## config.mk

```make
export PLATFORM = sky130hd
export DESIGN_NAME = vmsg_ctrl
export DESIGN_NICKNAME = d
export VERILOG_FILES = /design/src/rtl/vmsg_pkg.sv /design/src/rtl/vmsg_slice.sv /design/src/rtl/vmsg_pick.sv /design/src/rtl/vmsg_ctrl.sv
export SDC_FILE = /design/constraint.sdc
export NUM_CORES = 2
export LEC_CHECK = 0
export ABC_CLOCK_PERIOD_IN_PS = 2400
export BUFFER_PORTS_ARGS = -buffer_cell sky130_fd_sc_hd__buf_4
export CAP_MARGIN = 20
export CORE_ASPECT_RATIO = 1.5
export CORE_MARGIN = 1.5
export CORE_UTILIZATION = 51
export CTS_CLUSTER_SIZE = 24
export DETAILED_ROUTE_END_ITERATION = 8
export HOLD_SLACK_MARGIN = 0.15
export PLACE_DENSITY_LB_ADDON = 0.2
export SLEW_MARGIN = 20
export SYNTH_ARGS = -nofsm -noshare
export SYNTH_HDL_FRONTEND = slang
export SYNTH_SLANG_ARGS = --single-unit
export TNS_END_PERCENT = 100
```

## constraint.sdc

```tcl
create_clock -name clk -period 2.4 [get_ports clk]
set_input_delay 0.12 -clock clk [delete_from_list [all_inputs] [get_ports clk]]
set_output_delay 0.12 -clock clk [all_outputs]
set_load 0.005 [all_outputs]
```

## src/rtl/vmsg_pkg.sv

```systemverilog
package vmsg_pkg;
  localparam int MAX_VEC = 2048;

  typedef enum logic [1:0] {
    W_ADDR_LO = 2'd0,
    W_ADDR_HI = 2'd1,
    W_DATA    = 2'd2,
    W_CTRL    = 2'd3
  } vword_e;

  typedef struct packed {
    logic [63:0] addr;
    logic [31:0] data;
    logic        mask;
  } vent_t;
endpackage

```

## src/rtl/vmsg_slice.sv

```systemverilog
module vmsg_slice
  import vmsg_pkg::*;
#(
  parameter int CNT_W = 4
) (
  input  logic        clk,
  input  logic        rst_n,
  input  logic        func_mask,
  input  logic        wr_en,
  input  vword_e      wr_word,
  input  logic [31:0] wdata,
  input  logic        req,
  input  logic        inc,
  input  logic        dec,
  input  logic        taken,
  output vent_t       ent,
  output logic        pend,
  output logic        fire,
  output logic        eff,
  output logic        in_use
);
  logic [CNT_W-1:0] cnt;
  logic pend_n, fire_n;

  assign eff    = func_mask | ent.mask;
  assign in_use = (cnt != '0);

  // pending/queued state: mask moves queued to pending, unmask the reverse
  always_comb begin
    pend_n = pend;
    fire_n = fire & ~taken;
    if (pend_n && !eff) begin
      pend_n = 1'b0;
      fire_n = 1'b1;
    end
    if (fire_n && eff) begin
      fire_n = 1'b0;
      pend_n = 1'b1;
    end
    if (req && in_use) begin
      if (eff) pend_n = 1'b1;
      else     fire_n = 1'b1;
    end
    if (dec && !inc && cnt == CNT_W'(1)) begin
      pend_n = 1'b0;
      fire_n = 1'b0;
    end
  end

  always_ff @(posedge clk) begin
    if (!rst_n) begin
      ent  <= '{addr: '0, data: '0, mask: 1'b1};
      pend <= 1'b0;
      fire <= 1'b0;
      cnt  <= '0;
    end else begin
      pend <= pend_n;
      fire <= fire_n;
      if (inc && !dec && cnt != '1) cnt <= cnt + CNT_W'(1);
      else if (dec && !inc && cnt != '0) cnt <= cnt - CNT_W'(1);
      if (wr_en) begin
        case (wr_word)
          W_ADDR_LO: ent.addr[31:0]  <= wdata;
          W_ADDR_HI: ent.addr[63:32] <= wdata;
          W_DATA:    ent.data        <= wdata;
          default:   ent.mask        <= wdata[0];
        endcase
      end
    end
  end
endmodule

```

## src/rtl/vmsg_pick.sv

```systemverilog
module vmsg_pick #(
  parameter int N  = 8,
  parameter int IW = 3
) (
  input  logic [N-1:0]  cand,
  output logic          any,
  output logic [IW-1:0] idx
);
  always_comb begin
    any = |cand;
    idx = '0;
    for (int i = N - 1; i >= 0; i--) begin
      if (cand[i]) idx = IW'(i);
    end
  end
endmodule

```

## src/rtl/vmsg_ctrl.sv

```systemverilog
module vmsg_ctrl
  import vmsg_pkg::*;
#(
  parameter int NUM_VEC = 8,
  parameter int CNT_W   = 4,
  localparam int VI_W   = (NUM_VEC > 1) ? $clog2(NUM_VEC) : 1,
  localparam int VQ_W   = VI_W + 1,
  localparam int RA_W   = VI_W + 4
) (
  input  logic            clk,
  input  logic            rst_n,
  input  logic            ctrl_we,
  input  logic [1:0]      ctrl_wdata,
  output logic            func_en,
  output logic            func_maskall,
  output logic [10:0]     tbl_size,
  output logic            intx_inhibit,
  input  logic            reg_req,
  input  logic            reg_we,
  input  logic            reg_sel,
  input  logic [RA_W-1:0] reg_addr,
  input  logic [31:0]     reg_wdata,
  output logic            reg_rvalid,
  output logic [31:0]     reg_rdata,
  input  logic            irq_req,
  input  logic [VQ_W-1:0] irq_vec,
  input  logic            use_inc,
  input  logic            use_dec,
  input  logic [VQ_W-1:0] use_vec,
  output logic            msg_valid,
  input  logic            msg_ready,
  output logic [63:0]     msg_addr,
  output logic [31:0]     msg_data,
  output logic [VI_W-1:0] msg_vec
);
  localparam int PW = (NUM_VEC + 31) / 32;
  localparam int PB = PW * 32;

  if (NUM_VEC < 1 || NUM_VEC > MAX_VEC) begin : g_bad_size
    $error("vmsg_ctrl: NUM_VEC out of range");
  end

  vent_t ent [NUM_VEC];
  logic [NUM_VEC-1:0] pend, fire, eff, inuse, taken;
  logic func_mask, tv_ok, pick_any, load_go;
  logic [VI_W-1:0] tv, pick_idx;
  logic [RA_W-3:0] widx;
  logic [PB-1:0] pend_pad;
  logic [31:0] rd_n;
  logic unused_addr_lsb;

  assign unused_addr_lsb = ^reg_addr[1:0];
  assign func_mask    = !func_en || func_maskall;
  assign intx_inhibit = func_en;
  assign tbl_size     = 11'(NUM_VEC - 1);
  assign tv           = reg_addr[RA_W-1:4];
  assign tv_ok        = ({1'b0, tv} < VQ_W'(NUM_VEC));
  assign widx         = reg_addr[RA_W-1:2];
  assign pend_pad     = PB'(pend);

  for (genvar i = 0; i < NUM_VEC; i++) begin : g_vec
    vmsg_slice #(.CNT_W(CNT_W)) u_slice (
      .clk       (clk),
      .rst_n     (rst_n),
      .func_mask (func_mask),
      .wr_en     (reg_req && reg_we && !reg_sel && tv_ok && tv == VI_W'(i)),
      .wr_word   (vword_e'(reg_addr[3:2])),
      .wdata     (reg_wdata),
      .req       (irq_req && irq_vec == VQ_W'(i)),
      .inc       (use_inc && use_vec == VQ_W'(i)),
      .dec       (use_dec && use_vec == VQ_W'(i)),
      .taken     (taken[i]),
      .ent       (ent[i]),
      .pend      (pend[i]),
      .fire      (fire[i]),
      .eff       (eff[i]),
      .in_use    (inuse[i])
    );
  end

  vmsg_pick #(.N(NUM_VEC), .IW(VI_W)) u_pick (
    .cand (fire & ~eff),
    .any  (pick_any),
    .idx  (pick_idx)
  );

  assign load_go = pick_any && (!msg_valid || msg_ready);
  assign taken   = load_go ? (NUM_VEC'(1) << pick_idx) : '0;

  always_comb begin
    rd_n = '0;
    if (!reg_sel) begin
      if (tv_ok) begin
        case (vword_e'(reg_addr[3:2]))
          W_ADDR_LO: rd_n = ent[tv].addr[31:0];
          W_ADDR_HI: rd_n = ent[tv].addr[63:32];
          W_DATA:    rd_n = ent[tv].data;
          default:   rd_n = {31'd0, ent[tv].mask};
        endcase
      end
    end else begin
      for (int k = 0; k < PW; k++) begin
        if (widx == (RA_W-2)'(k)) rd_n = pend_pad[k*32 +: 32];
      end
    end
  end

  always_ff @(posedge clk) begin
    if (!rst_n) begin
      func_en      <= 1'b0;
      func_maskall <= 1'b0;
      reg_rvalid   <= 1'b0;
      reg_rdata    <= '0;
      msg_valid    <= 1'b0;
      msg_addr     <= '0;
      msg_data     <= '0;
      msg_vec      <= '0;
    end else begin
      if (ctrl_we) begin
        func_en      <= ctrl_wdata[0];
        func_maskall <= ctrl_wdata[1];
      end
      reg_rvalid <= reg_req && !reg_we;
      if (reg_req && !reg_we) reg_rdata <= rd_n;
      if (!msg_valid || msg_ready) begin
        msg_valid <= pick_any;
        if (pick_any) begin
          msg_addr <= ent[pick_idx].addr;
          msg_data <= ent[pick_idx].data;
          msg_vec  <= pick_idx;
        end
      end
    end
  end
endmodule

```

# After elaboration in Yosys (flattened, before gate mapping)
# Index checks and enable logic that the tools add are counted.
[totals]
input_bits = 59
reg_bits = 959
wordCells = 444
output_inout_bits = 147
[op_classes]
n_bitwise = 30
mux = 98
add_sub_neg = 16
n_lt_le_gt_ge = 2
shifts = 1
n_eq_ne = 39
reduce_logical = 194
[op_table]
columns = ["op", "count"]
rows = [
  ["binary-select mux 97 bit (select 3 bit)", 2],
  ["2-to-1 mux 97 bit", 4],
  ["logical AND 1 bit", 100],
  ["case mux 32 bit (3 select lines)", 1],
  ["AND reduction 2 bit", 33],
  ["2-to-1 mux 1 bit", 64],
  ["2-to-1 mux 4 bit", 16],
  ["equality test 4 x 1 -> 1 bit, second input constant", 10],
  ["adder 4 x 1 -> 4 bit, second input constant", 8],
  ["equality test 4 x 3 -> 1 bit, second input constant", 8],
  ["2-to-1 mux 32 bit", 1],
  ["!= test 4 bit, second input constant", 8],
  ["nonzero test 4 bit", 8],
  ["subtractor 4 x 1 -> 4 bit, second input constant", 8],
  ["zero test 1 bit", 28],
  ["2-to-1 mux 3 bit", 8],
  ["equality test 4 x 2 -> 1 bit, second input constant", 4],
  ["2-to-1 mux 8 bit", 2],
  ["nonzero test 2 bit", 8],
  ["OR reduction 2 bit", 8],
  ["equality test 3 bit, second input constant", 4],
  ["inverter 1 bit", 10],
  ["bitwise AND 1 bit", 8],
  ["bitwise AND 8 bit", 1],
  ["other kinds (16)", 28],
]

# Logic depth before layout (Yosys ltp)
[depth]
word_depth = 22
depth_mapped = 10
depth_no_buf = 7

# Cells and area by module
# A second synthesis with hierarchy kept.
[hier_totals]
hier_cells = 5158
area_unflattened_um2 = 49271.0
[modules_own_cells]
columns = ["mod", "n_inst", "seq_area_each_um2", "area_each_um2", "cells_per_inst"]
rows = [
  ["vmsg_slice", 8, 2062.0, 4038.9, 476],
  ["vmsg_ctrl", 1, 2702.6, 16878.7, 1337],
  ["vmsg_pick", 1, 0.0, 81.3, 13],
]

# Worst setup path before layout
# No wires, ideal clock.
[synth_timing]
path_type = "reg-to-reg"
from = "register g_vec[1].u_slice.ent[0] (netlist name)"
to = "register msg_addr[11]"
synth_period_minus_slack_ns = 2.129
arrival_ns = 2.012
t_required_ns = 2.283
stages_incl_launch_ff = 9
path_slack_ns = 0.271
setup_time_ns = 0.117
n_path_buf = 3
path_cell_list = "dfxtp_1 nand2b_4 a311oi_2 o21a_1 buf_4 buf_6 buf_2 mux4_2 a22o_1"
[synth_via]
elab_chain_cells = 9
word_cells_on_any_way = 11
classes_between = "mux (5); bitwise (4); reduce/logical (2)"
[synth_rtl]
columns = ["element", "line", "source"]
rows = [
  ["bitwise OR 1 bit *", "vmsg_slice.sv:25", "assign eff = func_mask | ent.mask;"],
  ["inverter 8 bit *", "vmsg_ctrl.sv:82", ".cand (fire & ~eff),"],
  ["bitwise AND 8 bit *", "vmsg_ctrl.sv:82", ""],
  ["2-to-1 mux 3 bit (2 in a row)", "vmsg_pick.sv:13", "if (cand[i]) idx = IW'(i);"],
  ["inverter 3 -> 4 bit (implied by the code)", "vmsg_ctrl.sv:128", "msg_addr <= ent[pick_idx].addr;"],
  ["binary-select mux 97 bit (select 3 bit)", "vmsg_ctrl.sv:128", ""],
  ["2-to-1 mux 97 bit (2 in a row)", "n/a", ""],
  ["end signal: assignment", "vmsg_ctrl.sv:128", ""],
  ["end: declaration", "vmsg_ctrl.sv:32", "output logic [63:0] msg_addr,"],
]
# Every way passes the cells marked *; elsewhere a longest branch is shown, timed or not. The select of a mux whose other input is x is not followed.
# A chain may end at the register's enable or synchronous reset.

# Worst setup path after layout
[layout_timing]
from = "register g_vec[1].u_slice.ent[0] (netlist name)"
to = "register msg_data[24]"
[layout_via]
elab_chain_cells = 9
word_cells_on_any_way = 11
classes_between = "mux (5); bitwise (4); reduce/logical (2)"
[layout_rtl]
columns = ["element", "line", "source"]
rows = [
  ["bitwise OR 1 bit *", "vmsg_slice.sv:25", ""],
  ["inverter 8 bit *", "vmsg_ctrl.sv:82", ""],
  ["bitwise AND 8 bit *", "vmsg_ctrl.sv:82", ""],
  ["2-to-1 mux 3 bit (2 in a row)", "vmsg_pick.sv:13", ""],
  ["inverter 3 -> 4 bit (implied by the code)", "vmsg_ctrl.sv:129", "msg_data <= ent[pick_idx].data;"],
  ["binary-select mux 97 bit (select 3 bit)", "vmsg_ctrl.sv:129", ""],
  ["2-to-1 mux 97 bit (implied by the code) (2 in a row)", "vmsg_ctrl.sv:129", ""],
  ["end signal: assignment", "vmsg_ctrl.sv:129", ""],
  ["end: declaration", "vmsg_ctrl.sv:33", "output logic [31:0] msg_data,"],
]
# Marks and branches as above.

==> flow_summary.ini <==
[status]
status = finished, violations left
violations = DRC

[worst_setup_path]
start_kind = register
critical_path_class = register to register
arrival_ps = 2960
end_kind = register
setup.worst_path.start = g_vec[1].u_slice.ent[0]
crit_required_ps = 2990
worstPathMaxFanout = 13
worstReg2RegStart = g_vec[1].u_slice.ent[0]

[worst_hold_path]
min_from = irq_vec[2]
hold_class = primary input to register

[clock_network]
insertion_delay_ps = 710
clk_pin_slew_worst_paths_ps = 60
cts_sinks = 959
root_buffer = clkbuf_16
cts_max_path_buffers = 3
cts_tree = yes
htreeDepth = 3
cts_buffers = 93

[synthesis]
yosys.cell_types.count = 65
avgSynthCellArea_sq_um = 8.86
async_flop_share_pct = 0
ys_seq_area_share_pct = 41.7
ys.flop_type = dfxtp_1
synth-seq-cells = 959
syn_inst = 5198
synth-edff-count = 0
synth_area_sq_mm = 0.0461
yosys_warnings = 0

[drt]
wirelength_mm = 170
viasPerCell = 6.33
drc_errors = 28
routedWlPerCell_microns = 26.0
drtIter0Drc = 4527
firstDrtPassIters = 9
route.vias.total = 41400
postRouteAntennaNets = 0

[finish]
syn_to_final_growth_pct = 16.4
final_util_pct = 60.1
final_nets = 5383
drive_above_1_share_pct = 17.6
layout.cells.most_common = nand2_1
fillCellCount = 7696
final_cell_mix = nand2_1, dfxtp_1, a21oi_1

[timing]
fin_skew_ps = 25.7
period_share_pct = 98.8
holdWs_ps = 196
slew_viol_final = 0
period_needed_ps = 2370
relSlewSlack_pct = 41.2
final_hold_viol_count = 0
setup_viol = 0
tightestPinTransition_ps = 882
timing.fmax_mhz = 422

[floorplan]
dieArea_sq_mm = 0.0922
chipHeight_microns = 371
dieWidth_microns = 248
ioPinCount = 206
core.rowCount = 134
start_util_pct = 51.6
core_area_sq_mm = 0.0892

[pwr]
ir_drop_mv = 0.475
p_leak_nw = 18.3
p_per_area_mw_per_mm2 = 609

[run]
drv_cap = 0

[grt]
overflow = 0
grt_max_degree = 139
track_usage_pct = 36.2
grt_pass1_vias = 39800
grt_pass1_wl_mm = 250
antenna_found_initial = 3

[placed_design]
io_buffers = 192
place.detailed.hpwl_mm = 103
gp_congestion = 0.877
[cell type report]
cell class	count	area, sq um	area share, %
multi-input cells	3710	24700	46.0
flip-flops and latches	959	19200	35.8
repair buffers	499	5110	9.54
clock buffers	145	2740	5.12
well taps	1156	1450	2.70
clock inverters	23	279	0.520
inverters	37	146	0.273
diodes	2	5.00	0.00934
[flip-flops by register name, summed over array words and instances, names as in the netlist]
signal,flops
g_vec.u_slice.ent,776
msg_addr,64
g_vec.u_slice.cnt,32
msg_data,32
reg_rdata,32
g_vec.u_slice.fire,8
g_vec.u_slice.pend,8
msg_vec,3
func_en,1
func_maskall,1
msg_valid,1
reg_rvalid,1
[synth_stat cells, drive strengths merged (8+ instances only)]
master	n	area (sq um)
a21oi	830	4150
a22o	97	850
a22oi	8	60.1
and2	11	68.8
and3	18	113
buf	201	1170
clkbuf	301	1130
dfxtp	959	19200
ha	24	300
inv	37	139
mux2i	245	2450
mux4	308	6940
nand2	1688	6340
nand2b	16	123
nand3	26	130
nand4	15	93.8
nor2	103	387
nor2b	11	76.3
nor3	13	65.1
nor3b	11	113
o211ai	9	67.6
o21a	10	75.1
o21ai	64	343
o221ai	96	841
xnor2	13	114
xor2	8	70.1
[per-stage QoR]
step / total power [mW] / TNS, ps / cell area (sq um) / std cells / worst slack [ps]
after detailed placement: 17.9 / -0.319 / 49800 / 6289 / -0.319
after floorplan: 17.3 / 0 / 46100 / 5207 / 271
after global routing: 33.4 / -4.91 / 53600 / 6530 / -4.91
after CTS: 32.7 / 0 / 53400 / 6519 / 8.84
final: 32.7 / 0 / 53600 / 6531 / 28.1
after global placement: 17.9 / 0 / 49800 / 6289 / 48.8
[critical path, cell delays in order (launching register included)]
cell and delay, ps:
dfxtp_1 340, nand2b_4 170, o211ai_1 210, o21ai_4 220, buf_12 150, buf_12 180
buf_12 190, mux4_2 530, a22o_1 240
[kinds of logic after synthesis]
kind of cell    Yosys count  share of synthesized area (%)
other cells               2                         0.0163
fa+ha+maj                24                          0.652
simple gates           1933                           16.7
compound gates         1165                           14.9
mux                     555                           20.4
xor+xnor                 21                          0.399
buf+inv                 539                           5.31
flops                   959                           41.7
[final timing paths]
| check | to | depth (start not counted) | slack [ps] |
|---|---|---|---|
| worst max-delay path | msg_data[24] | 8 | 30 |
| worst min-delay path | g_vec[6].u_slice.pend | 5 | 200 |
| worst max register to register | msg_data[24] | 8 | 30 |
| worst min register to register | g_vec[1].u_slice.ent[40] | 2 | 470 |
[per-layer routing]
layer	up-vias	track usage, %	part of all wire (%)
met3	597	6.17	10
met4	2	20.1	5.9
met1	20000	44.8	36
li1	18300	-	-
met2	2410	59.5	48
met5	-	0	0.0041
[where the power goes]
group	total, mW	switching, mW	internal, mW
logic	1.69	1.13	0.560
clock network	15.0	6.57	8.40
registers	16.0	0.0393	16.0
total	32.7	7.75	24.9
[repair_timing]
action / 4_1_cts / 5_1_grt
gates cloned: 0 / 4
hold endpoints to repair: 852 / 0
setup endpoints to repair: 2 / 64
hold buffers: 62 / 0
pin swaps: 1 / 5
buffers inserted: 0 / 6
gates resized for setup: 0 / 15
(Power assumes the default switching activity.)
